### src/rtl/uart_rx_pkg.sv
// Package: shared types for the serial receive path.
// Assumes a character width of at most 8 bits.
package uart_rx_pkg;
    localparam int CHAR_W = 8;

    typedef enum logic [2:0] {
        RX_IDLE,
        RX_START,
        RX_DATA,
        RX_PAR,
        RX_STOP
    } rx_state_t;

    typedef struct packed {
        logic              perr;
        logic [CHAR_W-1:0] data;
    } rx_entry_t;
endpackage

### src/rtl/uart_rx_deser.sv
// Module: uart_rx_deser
// Turns oversampled serial frames into characters with a parity-error tag.
// Emits a one-cycle char_valid pulse once the stop bit has been sampled.
// Assumes rxd is synchronous to clk and that the cfg_* inputs are stable
// for the whole of a frame.
module uart_rx_deser
    import uart_rx_pkg::*;
#(
    parameter int OSR = 16
) (
    input  logic              clk,
    input  logic              rst_n,
    input  logic              rxd,
    input  logic              baud_tick,
    input  logic [1:0]        cfg_len,
    input  logic              cfg_par_en,
    input  logic [1:0]        cfg_par_sel,
    output logic              char_valid,
    output rx_entry_t         char_out
);
    localparam int CW = $clog2(OSR);
    localparam logic [CW-1:0] MID  = CW'(OSR / 2 - 1);
    localparam logic [CW-1:0] LAST = CW'(OSR - 1);

    rx_state_t         state;
    logic [CW-1:0]     tcnt;
    logic [3:0]        bidx;
    logic [CHAR_W-1:0] shreg;
    logic              par_acc;
    logic              perr_r;
    logic [3:0]        nbits;
    logic              exp_par;

    // Character length in bits, from the length code.
    assign nbits = {2'b00, cfg_len} + 4'd5;

    // Expected value of the parity bit for the selected mode.
    always_comb begin
        case (cfg_par_sel)
            2'd0:    exp_par = ~par_acc;
            2'd1:    exp_par = par_acc;
            2'd2:    exp_par = 1'b1;
            default: exp_par = 1'b0;
        endcase
    end

    // Frame state machine: start check, data shift, parity check, stop sample.
    always_ff @(posedge clk) begin
        if (!rst_n) begin
            state      <= RX_IDLE;
            tcnt       <= '0;
            bidx       <= '0;
            shreg      <= '0;
            par_acc    <= 1'b0;
            perr_r     <= 1'b0;
            char_valid <= 1'b0;
            char_out   <= '0;
        end else begin
            char_valid <= 1'b0;
            if (baud_tick) begin
                case (state)
                    RX_IDLE: begin
                        if (!rxd) begin
                            state <= RX_START;
                            tcnt  <= '0;
                        end
                    end
                    RX_START: begin
                        if (tcnt == MID) begin
                            tcnt    <= '0;
                            bidx    <= '0;
                            shreg   <= '0;
                            par_acc <= 1'b0;
                            perr_r  <= 1'b0;
                            state   <= rxd ? RX_IDLE : RX_DATA;
                        end else begin
                            tcnt <= tcnt + 1'b1;
                        end
                    end
                    RX_DATA: begin
                        if (tcnt == LAST) begin
                            tcnt    <= '0;
                            shreg   <= {rxd, shreg[CHAR_W-1:1]};
                            par_acc <= par_acc ^ rxd;
                            if (bidx == nbits - 4'd1) begin
                                state <= cfg_par_en ? RX_PAR : RX_STOP;
                            end else begin
                                bidx <= bidx + 4'd1;
                            end
                        end else begin
                            tcnt <= tcnt + 1'b1;
                        end
                    end
                    RX_PAR: begin
                        if (tcnt == LAST) begin
                            tcnt   <= '0;
                            perr_r <= (rxd != exp_par);
                            state  <= RX_STOP;
                        end else begin
                            tcnt <= tcnt + 1'b1;
                        end
                    end
                    RX_STOP: begin
                        if (tcnt == LAST) begin
                            tcnt          <= '0;
                            char_valid    <= 1'b1;
                            char_out.data <= shreg >> (4'(CHAR_W) - nbits);
                            char_out.perr <= cfg_par_en & perr_r;
                            state         <= RX_IDLE;
                        end else begin
                            tcnt <= tcnt + 1'b1;
                        end
                    end
                    default: state <= RX_IDLE;
                endcase
            end
        end
    end

    // each completion is a single-cycle pulse.
    assert_valid_pulse_R2: assert property (@(posedge clk) disable iff (!rst_n)
        char_valid |=> !char_valid);
endmodule

### src/rtl/uart_rx_fifo.sv
// Module: uart_rx_fifo
// Receive queue that keeps characters in arrival order. A write into a full
// queue is refused and reported as an overrun event. Reports when a new
// entry becomes the head, and that entry's parity tag.
// Assumes DEPTH is a power of two.
module uart_rx_fifo
    import uart_rx_pkg::*;
#(
    parameter int DEPTH = 16
) (
    input  logic                       clk,
    input  logic                       rst_n,
    input  logic                       push_req,
    input  rx_entry_t                  push_data,
    input  logic                       pop_req,
    output rx_entry_t                  head,
    output logic [$clog2(DEPTH):0]     level,
    output logic                       overrun_evt,
    output logic                       head_new_valid,
    output logic                       head_new_perr
);
    localparam int AW = $clog2(DEPTH);

    rx_entry_t     mem [DEPTH];
    logic [AW-1:0] wr_ptr;
    logic [AW-1:0] rd_ptr;
    logic          full;
    logic          empty;
    logic          push;
    logic          pop;
    rx_entry_t     next_entry;

    assign full        = (level == (AW+1)'(DEPTH));
    assign empty       = (level == '0);
    assign push        = push_req && !full;
    assign pop         = pop_req && !empty;
    assign overrun_evt = push_req && full;
    assign head        = mem[rd_ptr];
    assign next_entry  = mem[AW'(rd_ptr + 1'b1)];

    // Head change detection: a write into an empty queue, a pop of the last
    // entry with a write in the same cycle, or a pop that exposes the next
    // entry.
    always_comb begin
        head_new_valid = 1'b0;
        head_new_perr  = 1'b0;
        if (push && (empty || (pop && level == (AW+1)'(1)))) begin
            head_new_valid = 1'b1;
            head_new_perr  = push_data.perr;
        end else if (pop && level > (AW+1)'(1)) begin
            head_new_valid = 1'b1;
            head_new_perr  = next_entry.perr;
        end
    end

    // Storage write; no reset is needed for the data.
    always_ff @(posedge clk) begin
        if (push) mem[wr_ptr] <= push_data;
    end

    // Pointer and occupancy update.
    always_ff @(posedge clk) begin
        if (!rst_n) begin
            wr_ptr <= '0;
            rd_ptr <= '0;
            level  <= '0;
        end else begin
            if (push) wr_ptr <= wr_ptr + 1'b1;
            if (pop)  rd_ptr <= rd_ptr + 1'b1;
            level <= level + (AW+1)'(push) - (AW+1)'(pop);
        end
    end

    // occupancy never goes above the depth.
    assert_no_overflow_R11: assert property (@(posedge clk) disable iff (!rst_n)
        level <= (AW+1)'(DEPTH));
    // a refused write leaves occupancy and the head unchanged.
    assert_full_hold_R5: assert property (@(posedge clk) disable iff (!rst_n)
        (push_req && full && !pop_req) |=> ($stable(level) && $stable(head)));
endmodule

### src/rtl/uart_rx_status.sv
// Module: uart_rx_status
// Sticky overrun and parity-error flags. An event that sets a flag in the
// same cycle as a status read takes priority over the clear.
module uart_rx_status (
    input  logic clk,
    input  logic rst_n,
    input  logic overrun_evt,
    input  logic head_new_valid,
    input  logic head_new_perr,
    input  logic rd_status,
    output logic ovr,
    output logic pe
);
    logic pe_set;

    assign pe_set = head_new_valid && head_new_perr;

    // Flag update: a set event wins over the clear from a status read.
    always_ff @(posedge clk) begin
        if (!rst_n) begin
            ovr <= 1'b0;
            pe  <= 1'b0;
        end else begin
            if (overrun_evt)    ovr <= 1'b1;
            else if (rd_status) ovr <= 1'b0;
            if (pe_set)         pe  <= 1'b1;
            else if (rd_status) pe  <= 1'b0;
        end
    end

    // a discarded completion raises the flag in the next cycle.
    assert_ovr_set_R6: assert property (@(posedge clk) disable iff (!rst_n)
        overrun_evt |=> ovr);
    // a status read with no new overrun clears the flag.
    assert_ovr_clear_R6: assert property (@(posedge clk) disable iff (!rst_n)
        (rd_status && !overrun_evt) |=> !ovr);
    // a tagged character arriving at the head raises the flag.
    assert_pe_set_R8: assert property (@(posedge clk) disable iff (!rst_n)
        (head_new_valid && head_new_perr) |=> pe);
    // a status read with no tagged arrival clears the flag.
    assert_pe_clear_R9: assert property (@(posedge clk) disable iff (!rst_n)
        (rd_status && !(head_new_valid && head_new_perr)) |=> !pe);
endmodule

### src/rtl/uart_rx_lsr.sv
// Module: uart_rx_lsr
// Top of the serial receive path: frame decoder, receive queue and status
// flags. Assumes rxd is already synchronised to clk and baud_tick runs at
// 16 times the bit rate.
module uart_rx_lsr
    import uart_rx_pkg::*;
#(
    parameter int OSR   = 16,
    parameter int DEPTH = 16,
    localparam int LW   = $clog2(DEPTH) + 1
) (
    input  logic              clk,
    input  logic              rst_n,
    input  logic              rxd,
    input  logic              baud_tick,
    input  logic [1:0]        cfg_len,
    input  logic              cfg_par_en,
    input  logic [1:0]        cfg_par_sel,
    input  logic              rd_data_strobe,
    input  logic              rd_status_strobe,
    output logic [CHAR_W-1:0] rd_data,
    output logic              st_data_ready,
    output logic              st_overrun,
    output logic              st_parity_err,
    output logic [LW-1:0]     fifo_level
);
    logic      char_valid;
    rx_entry_t char_entry;
    rx_entry_t head;
    logic      overrun_evt;
    logic      head_new_valid;
    logic      head_new_perr;

    uart_rx_deser #(.OSR(OSR)) i_deser (
        .clk        (clk),
        .rst_n      (rst_n),
        .rxd        (rxd),
        .baud_tick  (baud_tick),
        .cfg_len    (cfg_len),
        .cfg_par_en (cfg_par_en),
        .cfg_par_sel(cfg_par_sel),
        .char_valid (char_valid),
        .char_out   (char_entry)
    );

    uart_rx_fifo #(.DEPTH(DEPTH)) i_fifo (
        .clk           (clk),
        .rst_n         (rst_n),
        .push_req      (char_valid),
        .push_data     (char_entry),
        .pop_req       (rd_data_strobe),
        .head          (head),
        .level         (fifo_level),
        .overrun_evt   (overrun_evt),
        .head_new_valid(head_new_valid),
        .head_new_perr (head_new_perr)
    );

    uart_rx_status i_status (
        .clk           (clk),
        .rst_n         (rst_n),
        .overrun_evt   (overrun_evt),
        .head_new_valid(head_new_valid),
        .head_new_perr (head_new_perr),
        .rd_status     (rd_status_strobe),
        .ovr           (st_overrun),
        .pe            (st_parity_err)
    );

    assign rd_data       = head.data;
    assign st_data_ready = (fifo_level != '0);

    // removing the last entry with no new arrival drops the ready flag.
    assert_ready_drop_R4: assert property (@(posedge clk) disable iff (!rst_n)
        (rd_data_strobe && fifo_level == LW'(1) && !char_valid) |=> !st_data_ready);
endmodule

### config.mk
export PLATFORM = sky130hd
export DESIGN_NAME = uart_rx_lsr
export DESIGN_NICKNAME = d
export VERILOG_FILES = /design/src/rtl/uart_rx_pkg.sv /design/src/rtl/uart_rx_deser.sv /design/src/rtl/uart_rx_fifo.sv /design/src/rtl/uart_rx_status.sv /design/src/rtl/uart_rx_lsr.sv
export SDC_FILE = /design/constraint.sdc
export NUM_CORES = 1
export LEC_CHECK = 0
export BUFFER_PORTS_ARGS = -buffer_cell sky130_fd_sc_hd__buf_2
export CORE_MARGIN = 3
export CORE_UTILIZATION = 55
export DETAILED_ROUTE_END_ITERATION = 6
export PLACE_DENSITY = 0.71
export REMOVE_ABC_BUFFERS = 1
export SLEW_MARGIN = 40
export SYNTH_ARGS = -nofsm -noshare
export SYNTH_HDL_FRONTEND = slang
export SYNTH_SLANG_ARGS = --single-unit
export TNS_END_PERCENT = 30
### constraint.sdc
create_clock -name clk -period 3.06 [get_ports clk]
set_clock_uncertainty 0.15 [all_clocks]
set_input_delay 0.306 -clock clk [delete_from_list [all_inputs] [get_ports clk]]
set_output_delay 0.306 -clock clk [all_outputs]
set_load 0.005 [all_outputs]
; ---- Word-level counts from Yosys, hierarchy flattened
; Memories as Yosys holds them, arrays and structs flattened. A register that Yosys moved wholly into a read port is not among the register bits.
; Cells that the tools add are included.
[op_classes]
add_sub_neg = 9
order_cmp = 1
eq_ne = 19
shifts = 1
n_mux = 38
bitwise = 3
n_reduce_logical = 27
[op_table]
columns = cell, n
row1 = 2-to-1 mux 4 bit, 8
row2 = 2-to-1 mux 3 bit, 7
row3 = adder 4 x 1 -> 4 bit (second input constant), 4
row4 = 2-to-1 mux 8 bit, 2
row5 = one-hot mux 8 bit (2 select lines), 1
row6 = one-hot mux 3 bit (5 select lines), 1
row7 = 2-to-1 mux 1 bit, 13
row8 = one-hot mux 4 bit (3 select lines), 1
row9 = inequality test 2 x 1 -> 1 bit (second input constant), 5
row10 = AND reduction 3 bit, 3
row11 = one-hot mux 4 bit (2 select lines), 1
row12 = AND reduction 4 bit, 2
row13 = nonzero test 2 bit, 4
row14 = right shift 8 x 4 -> 8 bit, 1
row15 = logical AND 1 bit, 7
row16 = AND reduction 7 bit, 1
row17 = equality test 3 x 2 -> 1 bit (second input constant), 2
row18 = adder 5 x 1 -> 5 bit, 1
row19 = equality test 5 x 1 -> 1 bit (second input constant), 1
row20 = equality test 5 bit (second input constant), 1
row21 = greater-than comparator 5 x 1 -> 1 bit (second input constant), 1
row22 = logical NOT 5 bit, 1
row23 = AND reduction 5 bit, 1
row24 = nonzero test 5 bit, 1
row25 = other kinds (25), 28
[word_totals]
register_bits = 46
ram_bits = 144
inputBits = 11
out_inout_bits = 16
word_cells = 113
mem_count = 1
[mem_list]
columns = name, words, word_bits, rd, rd_ports_with_merged_regs, wr, line
row1 = i_fifo.mem, 16, 9, 2, 1, 1, uart_rx_fifo.sv:24  ; rx_entry_t mem [DEPTH];

; ---- Longest topological paths before layout
; Gate-level depths: netlist of run 1.
[logic_depth]
depth_word = 9
ltp_mapped = 14
depth_no_buf = 14

; ---- By module
; A second synthesis of run 1 with hierarchy kept.
[unflattened]
cells_unflattened = 540
hier_area_um2 = 8366.8
[modules_own_cells]
columns = module, n_inst, cells_per_inst, area_each_um2, seq_area_each_um2
row1 = uart_rx_fifo, 1, 330, 6578.8, 4664.5
row2 = uart_rx_deser, 1, 200, 1704.1, 620.6
row3 = uart_rx_status, 1, 7, 71.3, 40.0
row4 = uart_rx_lsr, 1, 3, 12.5, 0.0

; ---- Worst setup path after synthesis of run 1
; Ideal clock, no wire load.
[synth_timing]
path_type = register to register
start = reg i_fifo.level[2]
end = mem i_fifo.mem[3][0] (netlist bit), enable pin
setup_time_ps = 387
arrival_ps = 1997
t_required_ps = 2523
path_slack_ps = 526
path_stages_with_launch = 8
path_buffers = 1
path_cell_list = dfxtp_1 > inv_1 > ha_1 > nor4bb_1 > nor2b_1 > clkbuf_1 > nand2_1 > nor3_1
[synth_between]
elab_chain_len = 5
[synth_rtl]
columns = item, line
row1 = from (decl), uart_rx_fifo.sv:17  ; output logic [$clog2(DEPTH):0] level,
row2 = from (signal assigned), uart_rx_fifo.sv:70  ; level <= level + (AW+1)'(push) - (AW+1)'(pop);
row3 = equality test 5 bit, uart_rx_fifo.sv:33  ; assign full = (level == (AW+1)'(DEPTH));
row4 = logical NOT 1 bit, uart_rx_fifo.sv:35  ; assign push = push_req && !full;
row5 = logical AND 1 bit, uart_rx_fifo.sv:35
row6 = named net i_fifo.push, uart_rx_fifo.sv:29  ; logic push;
row7 = 2-to-1 mux 1 bit, uart_rx_fifo.sv:58  ; if (push) mem[wr_ptr] <= push_data;
row8 = 2-to-1 mux 1 bit (implied by the code), uart_rx_fifo.sv:58
row9 = to (decl), uart_rx_fifo.sv:24
; The timed path passes the listed nets, and every way through them passes these cells.

==> results.yml, run 1 <==
global_routing:
  grt_remaining_overflow: 0
  grt_start_max_net_pins: 38
  grt_pass1_vias: 4449
  gr-usage-all-layers_pct: 18.6
  first_pass_grt_wire_length_um: 23500
  antenna_found_initial: 0
sta:
  layout_worst_path_cycle_share_pct: 90.8
  worst_tran_pin_value_ps: 632
  rsz_0062_raised_after_global_routing: "no"
  postLayoutSetupSlackWorst_ps: 282
  report.final.slew_viol_count: 0
  finalHoldViolCount: 0
  finalCriticalPeriod_ps: 2780
  slew-limit-headroom_pct: 57.8
  fmax_mhz: 360
  setup_tns_ps: 0
  finalSetupViolations: 0
clock_network:
  cts.repair.resized: 0
  maximum_root_to_sink_buffer_count: 2
  cts.htree.levels: 4
  insertion_delay_ps: 430
  cts_root_buffer: "sky130_fd_sc_hd__clkbuf_16"
  clock_sink_count: 194
  cts_setup_buffers: 0
  numCtsBuffers: 17
  clock_transition_at_path_regs_ps: 70
  cts-hold-fix-buffers: 0
  tritoncts: "yes"
layout:
  layout.filler_cells: 1042
  ratio_of_cells_with_drive_above_1_in_the_final_layout_pct: 19.0
  layout.nets: 591
  syn2layout_area_growth_pct: 11.1
  diodes: 0
  finalInstanceArea_um2: 9250
place:
  io_buffers: 26
  routabilityCongestion: 0.817
  dp.final_hpwl_um: 9520
  placed_area_um2: 8670
  pre_cts_ws_ps: 346
route:
  wire_per_inst_um: 18.9
  wl_met3_um: 445
  wl_met1_um: 6530
  via_per_inst: 5.87
  met2WireLength_um: 7260
  drt_wl_total_um: 14400
  antenna_left: 0
  highest-signal-layer: "met4"
  route.detailed.drc: 0
  drt_first_pass_iters: 4
  via_count: 4453
  drt_iter0_markers: 323
synthesis:
  synth.ff_latch_count: 194
  synthDominantCellAreaShare_pct: 52.0
  synth-seq-area-share_pct: 64.0
  yosysWarnings: 0
  edff_count_synth: 144
  asyncSetResetFlopFracSynth_pct: 0
  synthMostInstantiatedCell: "sky130_fd_sc_hd__edfxtp_1"
  yosys.area.top_type: "sky130_fd_sc_hd__edfxtp_1"
  postSynth.topFlopCell: "sky130_fd_sc_hd__edfxtp_1"
  yosys-top-cells-count: "144 x sky130_fd_sc_hd__edfxtp_1, 66 x sky130_fd_sc_hd__nor2_1, 50 x sky130_fd_sc_hd__dfxtp_1, 29 x sky130_fd_sc_hd__mux4_1, 21 x sky130_fd_sc_hd__nand2_1"
  mappedNetlistArea_um2: 8320
  synth.avg_cell_area_um2: 15.9
  netlist_cell_types: 59
  gate_count_post_synth: 524
  synth_area_leaders: "sky130_fd_sc_hd__edfxtp_1 52%, sky130_fd_sc_hd__dfxtp_1 12%, sky130_fd_sc_hd__mux4_1 9.2%"
worst_setup_path:
  worstPathCellList: "buf_12 > mux4_1 > mux4_2 > buf_2"
  slack_of_the_worst_reg_to_reg_path_ps: 310
  worstPathArrival_ps: 2320
  crit_fanout: 32
  crit_buf_inv: 2
  regToRegEndpoint: "i_fifo.level[4]"
  timing.setup.critical_path_class: "reg2out"
  setup.worst_path.start_class: "register"
  cpMaxStageDelayCell: "sky130_fd_sc_hd__mux4_1"
  critPathMaxStageDelay_ps: 650
  timing.reg2reg.worst_path_depth: 14
  path_depth: 4
  required_ps: 2600
  critical_path.reg2reg.startpoint: "i_fifo.level[3]"
  timing.critical_path.to_type: "primary output"
  critPathTopFamily: "multiplexers"
  cp-endpoint: "rd_data[2]"
floorplan:
  die_width_um: 129
  dieArea_um2: 16600
  die_y_um: 129
  row_count: 44
  pin_count: 27
  floorplan.initialDensity_pct: 56.8
  core_area_um2: 14600
hold_path:
  hold_path_origin: "rd_status_strobe"
  hold_path_class: "in2reg"
status:
  run_status: "finished, final reports clean"
pwr:
  power_per_cell_area_nw_per_um2: 659
  peakVddDrop_mv: 0.527
  total_power_mw: 6.09
  cellLeakagePower_nw: 3.14
job:
  max_cap_violations: 0
==> state kept, by name, indices dropped and copies added (netlist names), named ones only <==
name,cells
i_fifo.level,5
i_deser.state,3
i_fifo.wr_ptr,4
i_fifo.rd_ptr,4
i_deser.bidx,4
i_deser.char_out,9
i_deser.char_valid,1
i_fifo.mem,144
i_deser.par_acc,1
i_deser.perr_r,1
i_deser.tcnt,4
i_deser.shreg,8
i_status.ovr,1
i_status.pe,1
==> metrics by stage <==
stage                     cells  hold WS (ps)  utilization (%)
after global routing        759          61.6             63.2
final                       759          55.2             63.2
after detailed placement    727           344             59.2
after CTS                   759          36.1             63.2
after global placement      727           321             59.2
after floorplan             497           274                -
==> per-layer routing <==
metal / GRT usage [%] / vias up
li1: - / 2106
met1: 24.9 / 2267
met2: 31.1 / 68
met3: 4.33 / 12
met4: 4.69 / 0
met5: 0 / -
==> layout by cell type (no fill, tap or decap), drive strengths merged, types with 10 or more instances in the layout <==
master,Yosys,final
a21oi,14,14
buf,20,46
clkbuf,7,18
dfxtp,50,50
edfxtp,144,144
ha,17,17
inv,16,21
mux2i,15,15
mux4,49,49
nand2,22,22
nand3,10,10
nor2,67,67
xnor2,10,10
==> worst min path at each step <==
stage,end,slack (ps),cells past startpoint
2_1_floorplan,i_deser.bidx[0],270,1
3_5_place_dp,i_deser.shreg[0],340,2
4_1_cts,i_status.ovr,40,4
5_1_grt,i_status.ovr,60,4
3_3_place_gp,i_deser.tcnt[0],320,2
6_report,i_status.ovr,60,4
==> final cells by class <==
type                       instances  area, um2  area share (%)
multi-input combinational        287       2760            29.9
clock buffer                      18        429            4.64
clock inverter                    14        151            1.64
timing repair buffer              46        293            3.17
tap                              184        230            2.49
sequential                       194       5330            57.6
inverter                          16       60.1           0.649
==> worst reg2reg max path, delay by kind of cell (launching register included) <==
family	cells	cell delay [ps]
buf+inv	2	200
simple gates	8	1290
fa+ha+maj	3	580
flops	1	310
compound gates	1	140
==> logic make-up after synthesis <==
family / after synthesis / share of synthesized area [%]
compound gates: 46 / 3.62
xor+xnor: 17 / 1.88
fa+ha+maj: 18 / 2.80
buf+inv: 43 / 2.84
flops: 194 / 64.0
mux: 66 / 16.8
simple gates: 140 / 8.09
==> power breakdown <==
| part | leakage (nW) | switching (mW) | internal, mW |
|---|---|---|---|
| logic | 1.28 | 0.483 | 0.531 |
| clock network | 0.272 | 0.959 | 1.21 |
| registers | 1.59 | 0.0677 | 2.84 |
| total | 3.14 | 1.51 | 4.58 |
Note: power is estimated with default switching activity, not from simulation.
==> inputs of run 2 (changes only) <==
--- a/config.mk
+++ b/config.mk
@@ -8,6 +8,7 @@
 export BUFFER_PORTS_ARGS = -buffer_cell sky130_fd_sc_hd__buf_2
 export CORE_MARGIN = 3
 export CORE_UTILIZATION = 55
+export CTS_BUF_LIST = sky130_fd_sc_hd__clkbuf_4 sky130_fd_sc_hd__clkbuf_8
 export DETAILED_ROUTE_END_ITERATION = 6
 export PLACE_DENSITY = 0.71
 export REMOVE_ABC_BUFFERS = 1
==> run 2 against run 1 <==
Register-to-register slack got worse by 20 ps; cell count rose by 0.13%; setup slack got worse by 45 ps; largest power group unchanged.
==> results.yml, run 2 (synthesized netlist as in run 1, its figures left out) <==
floorplan:
  pin_count: 27
  row_count: 44
  die_y_um: 129
  die_width_um: 129
  dieArea_um2: 16600
  core_area_um2: 14600
  floorplan.initialDensity_pct: 56.8
worst_setup_path:
  regToRegEndpoint: "i_fifo.level[4]"
  critical_path.reg2reg.startpoint: "i_fifo.level[3]"
  worstPathArrival_ps: 2370
  cpMaxStageDelayCell: "sky130_fd_sc_hd__mux4_1"
  slack_of_the_worst_reg_to_reg_path_ps: 290
  critPathTopFamily: "multiplexers"
  timing.setup.critical_path_class: "reg2out"
  timing.critical_path.to_type: "primary output"
  required_ps: 2600
  setup.worst_path.start_class: "register"
  crit_fanout: 32
  timing.reg2reg.worst_path_depth: 14
  critPathMaxStageDelay_ps: 650
  worstPathCellList: "buf_12 > mux4_1 > mux4_2 > buf_2"
  crit_buf_inv: 2
place:
  dp.final_hpwl_um: 9520
  io_buffers: 26
  pre_cts_ws_ps: 346
  placed_area_um2: 8670
  routabilityCongestion: 0.817
  placed_cells: 727
layout:
  ratio_of_cells_with_drive_above_1_in_the_final_layout_pct: 19.1
  reg.largest.list: "i_fifo.mem: 144 flops, i_deser.char_out: 9 flops, i_deser.shreg: 8 flops"
  largest_register_ffs: 144
  final_common_cell: "sky130_fd_sc_hd__edfxtp_1"
  layout.nets: 592
  regMostFlops: "i_fifo.mem"
  mostFrequentLayoutCells: "144 x sky130_fd_sc_hd__edfxtp_1, 66 x sky130_fd_sc_hd__nor2_1, 50 x sky130_fd_sc_hd__dfxtp_1"
  finalInstanceArea_um2: 9070
  diodes: 0
  syn2layout_area_growth_pct: 9.00
  utilization_pct: 62.0
  finalNonFillerCells: 760
clock_network:
  maximum_root_to_sink_buffer_count: 2
  cts-hold-fix-buffers: 1
  cts_root_buffer: "sky130_fd_sc_hd__clkbuf_8"
  cts.repair.resized: 0
  insertion_delay_ps: 450
  cts.htree.levels: 4
  cts_setup_buffers: 0
  clock_sink_count: 194
  numCtsBuffers: 17
  tritoncts: "yes"
  clock_transition_at_path_regs_ps: 100
sta:
  finalHoldViolCount: 0
  layout_worst_path_cycle_share_pct: 92.3
  postLayoutSetupSlackWorst_ps: 237
  slew-limit-headroom_pct: 58.3
  worst_tran_pin_value_ps: 624
  setup_tns_ps: 0
  report.final.slew_viol_count: 0
  finalSetupViolations: 0
  fmax_mhz: 354
  finalCriticalPeriod_ps: 2820
  rsz_0062_raised_after_global_routing: "no"
route:
  drt_first_pass_iters: 5
  route.detailed.drc: 0
  wire_per_inst_um: 18.7
  antenna_left: 0
  drt_iter0_markers: 362
  drt_wl_total_um: 14200
  via_count: 4418
  via_per_inst: 5.81
status:
  run_status: "finished, final reports clean"
hold_path:
  hold_path_class: "in2reg"
  timing.hold.worst_path_depth: 2
  hold_path_origin: "rst_n"
  min_to: "i_deser.bidx[0]"
global_routing:
  grt_pass1_vias: 4418
  gr-usage-all-layers_pct: 18.5
  antenna_found_initial: 0
  first_pass_grt_wire_length_um: 23300
  grt_remaining_overflow: 0
  grt_start_max_net_pins: 38
pwr:
  peakVddDrop_mv: 0.325
  power_per_cell_area_nw_per_um2: 611
  cellLeakagePower_nw: 3.06
job:
  max_cap_violations: 0
==> run 2: cell types whose count changed in the layout (fill, tap and decap cells not counted), sizes merged <==
cell         delta
dlygate4sd3     +1
==> run 2: layout make-up <==
cell class / count / area [um2]
Inverter: 16 / 60.1
Tap cell: 184 / 230
Clock buffer: 18 / 241
Sequential cell: 194 / 5330
Timing Repair Buffer: 47 / 303
Fill cell: 1067 / 5570
Clock inverter: 14 / 151
Multi-Input combinational cell: 287 / 2760
==> run 2: worst reg2reg max path, stage by stage (launching register included) <==
cell and delay [ps]:
sky130_fd_sc_hd__dfxtp_1 320, sky130_fd_sc_hd__inv_1 130, sky130_fd_sc_hd__ha_1 170, sky130_fd_sc_hd__or3b_2 480
sky130_fd_sc_hd__nand2_1 100, sky130_fd_sc_hd__or2_2 130, sky130_fd_sc_hd__nand2_1 50, sky130_fd_sc_hd__ha_1 210
sky130_fd_sc_hd__inv_1 70, sky130_fd_sc_hd__fa_1 200, sky130_fd_sc_hd__nor2_1 60, sky130_fd_sc_hd__nor2_1 100
sky130_fd_sc_hd__nor2_1 60, sky130_fd_sc_hd__or3_1 320, sky130_fd_sc_hd__a21oi_1 140
==> run 2: per-layer routing <==
metal | part of all wire (%) | up-vias | routed length (um) | global-route usage [%]
li1 | - | 2097 | - | -
met1 | 45 | 2233 | 6400 | 24.2
met2 | 50 | 71 | 7160 | 30.9
met3 | 3.0 | 17 | 423 | 3.83
met4 | 1.7 | 0 | 244 | 6.79
met5 | 0 | - | 0 | 0
==> run 2: power breakdown <==
part	switching, mW	total, mW	internal [mW]
clock	0.886	1.63	0.744
combinational	0.479	1.01	0.532
sequential	0.0677	2.90	2.84
total	1.43	5.54	4.11
==> run 2: stage by stage <==
step / hold slack [ps] / total power [mW]
after global placement: 321 / 3.95
after floorplan: 274 / 3.68
final: 61.9 / 5.54
after CTS: 33.9 / 5.59
after detailed placement: 344 / 3.98
after global routing: 34.6 / 5.79
==> run 2: worst max-delay path by stage <==
stage / startpoint / to / slack [ps] / cells after the start
finish: register / rd_data[7] / 240 / 4
global route: register / rd_data[2] / 150 / 4
CTS: register / rd_data[1] / 200 / 4
detailed placement: i_fifo.level[3] / i_fifo.level[4] / 350 / 14
global placement: i_fifo.level[3] / i_fifo.level[4] / 480 / 14
floorplan: register / rd_data[0] / 320 / 2
==> inputs of run 3 (changes only) <==
--- a/config.mk
+++ b/config.mk
@@ -10,7 +10,7 @@
 export CORE_UTILIZATION = 55
 export CTS_BUF_LIST = sky130_fd_sc_hd__clkbuf_4 sky130_fd_sc_hd__clkbuf_8
 export DETAILED_ROUTE_END_ITERATION = 6
-export PLACE_DENSITY = 0.71
+export PLACE_DENSITY = 0.76
 export REMOVE_ABC_BUFFERS = 1
 export SLEW_MARGIN = 40
 export SYNTH_ARGS = -nofsm -noshare
==> run 3 against run 2 <==
Worst hold slack worse by 16 ps; sequential cell count stayed put; global-route usage is 0.37 points higher; die area stayed put; setup slack worse by 7.3 ps; count of clock-buffer cells in the layout is 2 higher; sequential power hardly changed; sequential share of layout area is 0.097 points lower; critical path type unchanged.
==> results.yml, run 3 (synthesized netlist as in run 1, its figures left out) <==
global_routing:
  grt_pass1_vias: 4389
  grt_remaining_overflow: 0
  grt_start_max_net_pins: 38
  gr-usage-all-layers_pct: 18.9
  first_pass_grt_wire_length_um: 23600
  antenna_found_initial: 0
floorplan:
  dieArea_um2: 16600
  core_area_um2: 14600
  floorplan.initialDensity_pct: 56.8
  die_y_um: 129
  pin_count: 27
  die_width_um: 129
  row_count: 44
sta:
  rsz_0062_raised_after_global_routing: "no"
  worst_tran_pin_value_ps: 658
  finalSetupViolations: 0
  report.final.slew_viol_count: 0
  layout_worst_path_cycle_share_pct: 92.5
  slew-limit-headroom_pct: 56.1
  setup_tns_ps: 0
  finalHoldViolCount: 0
  fmax_mhz: 353
  final.hold.worst_slack_ps: 45.6
  finalCriticalPeriod_ps: 2830
  postLayoutSetupSlackWorst_ps: 230
route:
  wire_per_inst_um: 19.5
  drt_wl_total_um: 14800
  antenna_left: 0
  drt_iter0_markers: 305
  via_per_inst: 5.86
  drt_first_pass_iters: 5
  route.detailed.drc: 0
  via_count: 4446
layout:
  reg.largest.list: "i_fifo.mem: 144 flops, i_deser.char_out: 9 flops, i_deser.shreg: 8 flops"
  ratio_of_cells_with_drive_above_1_in_the_final_layout_pct: 19.3
  final_common_cell: "sky130_fd_sc_hd__edfxtp_1"
  syn2layout_area_growth_pct: 9.19
  layout.nets: 591
  largest_register_ffs: 144
  diodes: 0
  regMostFlops: "i_fifo.mem"
  mostFrequentLayoutCells: "144 x sky130_fd_sc_hd__edfxtp_1, 66 x sky130_fd_sc_hd__nor2_1, 50 x sky130_fd_sc_hd__dfxtp_1"
worst_setup_path:
  setup.worst_path.start_class: "register"
  regToRegEndpoint: "i_fifo.level[4]"
  required_ps: 2600
  critical_path.reg2reg.startpoint: "i_fifo.level[3]"
  slack_of_the_worst_reg_to_reg_path_ps: 250
  timing.reg2reg.worst_path_depth: 14
  timing.critical_path.to_type: "primary output"
  timing.setup.critical_path_class: "reg2out"
  worstPathArrival_ps: 2370
  crit_fanout: 32
clock_network:
  maximum_root_to_sink_buffer_count: 2
  cts_setup_buffers: 0
  cts_root_buffer: "sky130_fd_sc_hd__clkbuf_8"
  clock_sink_count: 194
  cts.repair.resized: 0
  cts.htree.levels: 4
  cts-hold-fix-buffers: 0
  numCtsBuffers: 17
  insertion_delay_ps: 450
  clock_transition_at_path_regs_ps: 90
  tritoncts: "yes"
hold_path:
  min_to: "i_deser.bidx[0]"
  hold_path_origin: "rst_n"
  timing.hold.worst_path_depth: 2
  hold_path_class: "in2reg"
pwr:
  power_per_cell_area_nw_per_um2: 617
  cellLeakagePower_nw: 3.08
  peakVddDrop_mv: 0.336
  total_power_mw: 5.61
place:
  io_buffers: 26
  dp.final_hpwl_um: 9830
  routabilityCongestion: 0.910
  pre_cts_ws_ps: 297
status:
  run_status: "finished, final reports clean"
job:
  max_cap_violations: 0
[run 3: changes by cell type in the layout (fill, tap and decap cells not counted)]
cell                            before  now
sky130_fd_sc_hd__clkinv_2            1    3
sky130_fd_sc_hd__inv_6               5    2
sky130_fd_sc_hd__clkbuf_4            1    2
sky130_fd_sc_hd__dlygate4sd3_1       1    0
sky130_fd_sc_hd__bufinv_16           2    3
sky130_fd_sc_hd__clkinvlp_4          4    2
sky130_fd_sc_hd__clkinv_1            1    0
sky130_fd_sc_hd__clkbuf_8           17   18
sky130_fd_sc_hd__clkinv_4            1    2
[run 3: how the worst max path moves through the flow]
stage	startpoint	end	cells after the start
after CTS	register	rd_data[3]	4
final	register	rd_data[5]	4
after global routing	i_fifo.level[3]	i_fifo.level[4]	14
after global placement	i_fifo.level[3]	i_fifo.level[4]	14
after floorplan	register	rd_data[0]	2
after detailed placement	i_fifo.level[3]	i_fifo.level[4]	14
[run 3: area by class of cell]
cell class | instances | area, um2
clock inverter | 12 | 155
sequential | 194 | 5330
clock buffer | 20 | 263
timing repair buffer | 46 | 293
fill | 1034 | 5560
multi-input combinational | 287 | 2760
tap | 184 | 230
inverter | 16 | 60.1
[run 3: worst max-delay path, stage by stage (launching register included)]
cell	delay, ps
sky130_fd_sc_hd__dfxtp_1	360
sky130_fd_sc_hd__buf_12	250
sky130_fd_sc_hd__mux4_1	670
sky130_fd_sc_hd__mux4_2	490
sky130_fd_sc_hd__buf_2	140
[run 3: per-layer routing]
metal  GRT usage (%)  vias to the layer above  wire (um)
met5               0                        -          0
met4            6.18                        0        229
met3            4.00                       19        683
met2            31.6                      100       7450
met1            24.9                     2231       6470
li1                -                     2096          -
[run 3: power breakdown]
group / total [mW] / internal (mW) / switching, mW
Clock: 1.71 / 0.851 / 0.855
Sequential: 2.91 / 2.84 / 0.0687
Combinational: 0.999 / 0.532 / 0.467
[run 3: metrics by stage]
stage / cell area, um2 / std cells / util, %
2_1_floorplan: 8150 / 497 / -
3_3_place_gp: 8670 / 727 / 59.2
3_5_place_dp: 8670 / 727 / 59.2
4_1_cts: 9090 / 759 / 62.1
5_1_grt: 9090 / 759 / 62.1
6_report: 9090 / 759 / 62.1
